===== config.mk =====
export PLATFORM = sky130hd
export DESIGN_NAME = sclkRateGen
export DESIGN_NICKNAME = d
export VERILOG_FILES = /design/src/rtl/sclkGenPkg.sv /design/src/rtl/sclkRateCtrl.sv /design/src/rtl/sclkRateDatapath.sv /design/src/rtl/sclkRateGen.sv
export SDC_FILE = /design/constraint.sdc
export NUM_CORES = 1
export LEC_CHECK = 0
export BUFFER_PORTS_ARGS = -buffer_cell sky130_fd_sc_hd__buf_2
export CELL_PAD_IN_SITES_DETAIL_PLACEMENT = 2
export CELL_PAD_IN_SITES_GLOBAL_PLACEMENT = 2
export CORE_ASPECT_RATIO = 2
export CORE_MARGIN = 3
export CORE_UTILIZATION = 25
export CTS_CLUSTER_DIAMETER = 40
export DETAILED_ROUTE_END_ITERATION = 12
export HOLD_SLACK_MARGIN = 0.06
export PLACE_DENSITY_LB_ADDON = 0.1
export SLEW_MARGIN = 20
export SYNTH_ARGS = -nofsm -noshare
export SYNTH_HDL_FRONTEND = slang
export SYNTH_HIERARCHICAL = 1
export SYNTH_SLANG_ARGS = --single-unit

===== constraint.sdc =====
create_clock -name clk -period 3.4 [get_ports clk]
set_input_delay 0.34 -clock clk [delete_from_list [all_inputs] [get_ports clk]]
set_output_delay 0.34 -clock clk [all_outputs]
set_load 0.05 [all_outputs]

===== src/rtl/sclkGenPkg.sv =====
package sclkGenPkg;
  typedef struct packed {
    logic load;   // reload counter from reload value (start or requested reload)
    logic dec;    // one counting step
  } brgStrobeT;
endpackage


===== src/rtl/sclkRateCtrl.sv =====
module sclkRateCtrl
  import sclkGenPkg::*;
(
  input  logic      clk,
  input  logic      rst,
  input  logic      twoWire,
  input  logic      bufWrite,
  input  logic      xferDone,
  input  logic      reloadReq,
  input  logic      sclIn,
  output brgStrobeT strobe
);
  logic running;
  logic phase;
  logic pending;
  logic stopNow;
  logic wantReload;
  logic lineOk;

  assign stopNow    = xferDone && !bufWrite;
  assign wantReload = running && !stopNow && (reloadReq || pending);
  assign lineOk     = !twoWire || sclIn;

  always_comb begin
    strobe.load = bufWrite || (wantReload && lineOk);
    strobe.dec  = running && !stopNow && !wantReload && !bufWrite && phase;
  end

  always_ff @(posedge clk) begin
    if (rst) begin
      running <= 1'b0;
      phase   <= 1'b0;
      pending <= 1'b0;
    end else begin
      if (bufWrite)     running <= 1'b1;
      else if (stopNow) running <= 1'b0;
      pending <= wantReload && !lineOk;
      if (strobe.load || !running || stopNow) phase <= 1'b0;
      else if (!wantReload)                   phase <= ~phase;
    end
  end
endmodule


===== src/rtl/sclkRateDatapath.sv =====
module sclkRateDatapath
  import sclkGenPkg::*;
#(
  parameter int   RELOAD_W     = 8,
  parameter int   MIN_TWO_WIRE = 3,
  parameter logic CLK_IDLE     = 1'b1
) (
  input  logic                clk,
  input  logic                rst,
  input  logic [RELOAD_W-1:0] reloadVal,
  input  logic                twoWire,
  input  brgStrobeT           strobe,
  output logic                sclOut,
  output logic                rollover,
  output logic                cfgError
);
  localparam logic [RELOAD_W-1:0] MIN_VAL = RELOAD_W'(MIN_TWO_WIRE);

  logic [RELOAD_W-1:0] count;
  logic [RELOAD_W-1:0] effVal;
  logic                badVal;
  logic                expire;
  logic                doLoad;

  assign badVal = twoWire && (reloadVal < MIN_VAL);
  assign effVal = badVal ? MIN_VAL : reloadVal;
  assign expire = strobe.dec && (count == '0);
  assign doLoad = strobe.load || expire;

  always_ff @(posedge clk) begin
    if (rst) begin
      count    <= '0;
      sclOut   <= CLK_IDLE;
      rollover <= 1'b0;
      cfgError <= 1'b0;
    end else begin
      rollover <= expire;
      if (expire) sclOut <= ~sclOut;
      if (doLoad) begin
        count <= effVal;
        if (badVal) cfgError <= 1'b1;
      end else if (strobe.dec) begin
        count <= count - 1'b1;
      end
    end
  end
endmodule


===== src/rtl/sclkRateGen.sv =====
module sclkRateGen
  import sclkGenPkg::*;
#(
  parameter int   RELOAD_W     = 8,
  parameter int   MIN_TWO_WIRE = 3,
  parameter logic CLK_IDLE     = 1'b1
) (
  input  logic                clk,
  input  logic                rst,
  input  logic [RELOAD_W-1:0] reloadVal,
  input  logic                twoWire,
  input  logic                bufWrite,
  input  logic                xferDone,
  input  logic                reloadReq,
  input  logic                sclIn,
  output logic                sclOut,
  output logic                rollover,
  output logic                cfgError
);
  brgStrobeT strobe;

  sclkRateCtrl u_ctrl (
    .clk(clk), .rst(rst), .twoWire(twoWire), .bufWrite(bufWrite),
    .xferDone(xferDone), .reloadReq(reloadReq), .sclIn(sclIn), .strobe(strobe)
  );

  sclkRateDatapath #(
    .RELOAD_W(RELOAD_W), .MIN_TWO_WIRE(MIN_TWO_WIRE), .CLK_IDLE(CLK_IDLE)
  ) u_dp (
    .clk(clk), .rst(rst), .reloadVal(reloadVal), .twoWire(twoWire),
    .strobe(strobe), .sclOut(sclOut), .rollover(rollover), .cfgError(cfgError)
  );
endmodule


=== After elaboration in Yosys (flattened, before gate mapping) ===
Cells that the tools add are included.

* Bits in registers: 14
* Bits in latches: 0
* RAM bits: 0
* Bits in read-only memories: 0
* Input port bits: 15
* Output and inout port bits: 3
* Logic and storage cells: 43
* Memories: 0

* Add/sub/neg operators: 1
* Multipliers: 0
* Div/mod/pow operators: 0
* Magnitude comparators: 1
* Eq/ne operators: 0
* Shifts and indexed selects: 0
* Mux-type cells: 5
* Bitwise logic cells: 2
* Reductions and logical operators: 27

{| class="wikitable"
|+ Operator list
! cell !! count
|-
| $mux W8 || 3
|-
| $logic_and A1 B1 Y1 || 10
|-
| $logic_not A8 Y1 || 1
|-
| $lt A8 B2 Y1 const B || 1
|-
| $sub A8 B1 Y8 const B || 1
|-
| $logic_not A1 Y1 || 6
|-
| $logic_or A1 B1 Y1 || 6
|-
| $reduce_bool A2 Y1 || 2
|-
| $mux W1 || 2
|-
| $not A1 Y1 || 2
|-
| $reduce_and A2 Y1 || 1
|-
| $reduce_or A2 Y1 || 1
|}

=== Longest topological paths before layout ===
* Depth after elaboration: 12
* Gate-level depth with buffers: 9
* Gate-level depth less buffers: 7

=== By module ===
Netlist, hierarchy kept.

{| class="wikitable"
|+ By module, submodules not included
! module !! instances !! cells each !! area each (µm²) !! seq. area each (µm²)
|-
| sclkRateDatapath || 1 || 76 || 673.1 || 220.2
|-
| sclkRateCtrl || 1 || 18 || 150.1 || 60.1
|}

=== Worst setup path after synthesis ===
Ideal clock, no wire load.

* Path type: input-to-reg
* Start point: in reloadReq
* End point: reg u_dp.count[0]
* Library setup time: 134 ps
* Arrival: 1604 ps
* Required time: 3266 ps
* Slack: 1662 ps
* Stages: 7
* Buffers on the path: 0
* Cell sequence: nor2_1 a211o_1 o21ai_0 inv_1 and3_1 a21oi_1 a21oi_1

{| class="wikitable"
|+ RTL lines
! element !! line !! RTL
|-
| start, declared || sclkRateGen.sv:14 || <nowiki>input logic reloadReq,</nowiki>
|-
| end signal, assigned || sclkRateDatapath.sv:40 || <nowiki>count <= effVal;</nowiki>
|-
| end signal, assigned || sclkRateDatapath.sv:43 || <nowiki>count <= count - 1'b1;</nowiki>
|-
| end, declared || sclkRateDatapath.sv:19 || <nowiki>logic [RELOAD_W-1:0] count;</nowiki>
|}

==> impl_results.md <==
* Final Hold Violating Endpoints at 0
* Crit-path cells: nor2_1 -> nand2_1 -> nor3_1 -> and2b_1 -> a31oi_4 -> nor3_1 -> a211oi_2
* Clock Path Buffers at 2
* CP Buf/Inv Count at 0
* CP Data Required Time at 3.52 ns
* Startpoint Class: flip-flop
* Pwr/cell area at roughly 420 nW/um2
* Crit-path leading delay family: simple AND/OR/NAND/NOR gates
* ANT cells at 0
* Syn avg cell area at 8.76 um2
* CP max stage cell: nor3_1
* WL final at around 2500 um
* Hold Crit Class: primary input to flip-flop
* Setup TNS at 0 ns
* Top cells by count, synth: dfxtp_1 (14), nor2_1 (10), nor3_1 (7)
* Crit path max fanout at 14
* Root Driver: clkbuf_8
* Max-slew violation count at 0
* Gpl congestion at around 0.72
* Layout cells sized above 1 at 25.7%
* Synth warn at 6
* Async S/R FF share, synth at 0%
* Fin cells at 143
* CP endpoint kind: flip-flop
* Final setup viols at 0
* Share of the synthesized area in the top cell type at around a third
* Flops & latches, synth at 14
* Most used cell, CP: nor3_1
* First-pass GRT wire length at between 4000 and 5000 um
* Post-Syn Area at 823 um2
* Count of cell types in the netlist at 36
* Max incr delay on CP at between 0.6 and 0.7 ns
* Worst Max-Slew Pin Slew at a little under 0.9 ns
* Critical path type: flip-flop to flip-flop
* Synth Instances at 94
* Largest net degree at the start of global routing at 16
* Clock transition at path regs at 0.07 ns
* PortBufs at 17
* Initial antenna violation count at 0
* GRT Residual Overflow at 0
* Reg-to-reg critical path startpoint: u_ctrl/pending
* Starting DRT DRC Count at 13
* Post-CTS setup buffers at 0
* Post-layout minimum cycle time at 2.30 ns
* Core Box Area at 3050 um2
* Residual DRC count at 0
* CTS buffer count at 3
* CTS tree: done
* Unrepaired setup endpoints after global routing: no
* Top_reg_cell synth: dfxtp_1
* Vias at 766
* EDFF count, synth at 0
* Hold path start: bufWrite
* Critical path data arrival time at 2.42 ns
* H-tree depth at 1
* Status: completed
* Max VDD drop at 0.000167 V
* DRT antenna net count at 0
* Area grow syn2layout at 20.1%
* Routed vias/inst at 5.36
* Cell Rows at 28
* Slew Limit Headroom at 40.8%
* Syn nets at 111
* Final #Nets at 131
* Worst Skew at 0.00386 ns
* Max Cap Viol at 0
* Vias in the first global route at 895
* Area contributors post-synth: dfxtp_1 (34%), nor4_4 (5.2%), nor2_1 (4.6%), nor3_1 (4.3%), a211oi_1 (3.6%)
* Leak Pwr at 0.381 nW
* Worst Setup SP: u_ctrl/pending
* Storage element area at between 200 and 300 um2
* Drt wl/cell at 17.5 um
* Seq/Total Area, Yosys at roughly 34%
* Top-count cell post-synth: dfxtp_1
* Ports at 18
* Multi-input logic area at slightly below 500 um2
* Max Fclk at 0.434 GHz
* Inst Count DP at between 100 and 150
* Initial Util at 27.0%
* # clock sinks at 14
* DRT Pass-1 Iters at 2
* Cell taking the most area after synthesis: dfxtp_1
* Clock latency at the later pin of the worst-skew pair at 0.25 ns
* Cts repair resizes at 0
* DP HPWL at about 2000 um
* Period utilisation layout at between 60 and 70%
* GRT Util Overall at 15.1%
* Fillers at 358
* DIE HEIGHT at 87.2 um
* CTS Hold Bufs at 0
* Pre-CTS setup slack at 0.928 ns
* Final setup margin at 1.10 ns
* Worst hold margin at 0.383 ns
* Die area at 4060 um2
* Die Span X at 46.6 um
-- per-layer routing --
metal / global-route usage, % / vias to the layer above / share of wire [%]
met5: 0 / - / 0
met2: 29.1 / 11 / 62
met3: 1.86 / 5 / 2.0
met1: 14.3 / 380 / 34
li1: - / 370 / -
met4: 6.99 / 0 / 2.2
-- stage by stage --
stage	instance area [um2]	utilization, %	total power, mW
2_1_floorplan	823	-	0.227
3_3_place_gp	933	30.6	0.252
3_5_place_dp	933	30.6	0.254
4_1_cts	988	32.4	0.425
5_1_grt	988	32.4	0.444
6_report	988	32.4	0.419
-- worst reg2reg max path, cell delays in order (launching register included) --
cell      delay (ns)
dfxtp_1         0.30
nor2_1          0.18
nand2_1         0.08
nor3_1          0.68
and2b_1         0.33
a31oi_4         0.22
nor3_1          0.32
a211oi_2        0.07
-- layout by cell type, fill, tap and decap left out, types with 2 or more instances in the layout --
cell	Yosys	layout
a21oi_1	4	4
buf_2	1	17
nor4_4	2	2
a211oi_1	4	4
nand3b_1	2	2
ha_1	2	2
nand2_1	5	5
and3_1	2	2
clkbuf_8	0	4
nor4_1	2	2
xnor2_1	3	3
inv_1	6	6
o21ai_0	3	3
xor2_1	2	2
nor2_1	10	10
nand2b_1	4	4
nor2b_1	2	2
nor3_1	7	7
nor3b_1	2	2
dfxtp_1	14	14
-- final timing paths --
check / end / slack (ns) / cells after the start
hold / removal: u_ctrl/running / 0.38 / 3
setup reg to reg: u_dp/count[1] / 1.10 / 7
setup / recovery: u_dp/count[1] / 1.10 / 7
hold reg to reg: u_dp/cfgError / 0.45 / 2
-- state kept, by name (all words and copies together), names as in the netlist --
register	count
u_dp/count	8
u_ctrl/pending	1
u_ctrl/phase	1
u_ctrl/running	1
u_dp/cfgError	1
u_dp/rollover	1
u_dp/sclOut	1
-- kinds of logic (layout without fill, tap and decap cells) --
group | count (synthesis) | in the layout | share of synthesized area [%]
xor+xnor | 5 | 5 | 5.32
mux | 1 | 1 | 1.37
buf+inv | 10 | 29 | 5.62
simple gates | 42 | 42 | 31.8
fa+ha+maj | 2 | 2 | 3.04
flops | 14 | 14 | 34.0
compound gates | 20 | 20 | 18.8
-- where the power goes --
group / total, mW / internal [mW] / switching [mW] / leakage (nW)
registers: 0.183 / 0.172 / 0.0103 / 0.115
logic: 0.0667 / 0.0293 / 0.0374 / 0.237
clock network: 0.170 / 0.103 / 0.0671 / 0.0288
total: 0.419 / 0.304 / 0.115 / 0.381
-- area by class of cell --
| cell class | count | area share (%) |
|---|---|---|
| Multi-Input combinational cell | 70 | 50.3 |
| Tap cell | 30 | 3.80 |
| Timing Repair Buffer | 18 | 9.37 |
| Clock buffer | 4 | 5.57 |
| Inverter | 7 | 2.66 |
| Sequential cell | 14 | 28.4 |
Power figures use the tool's default switching activity.
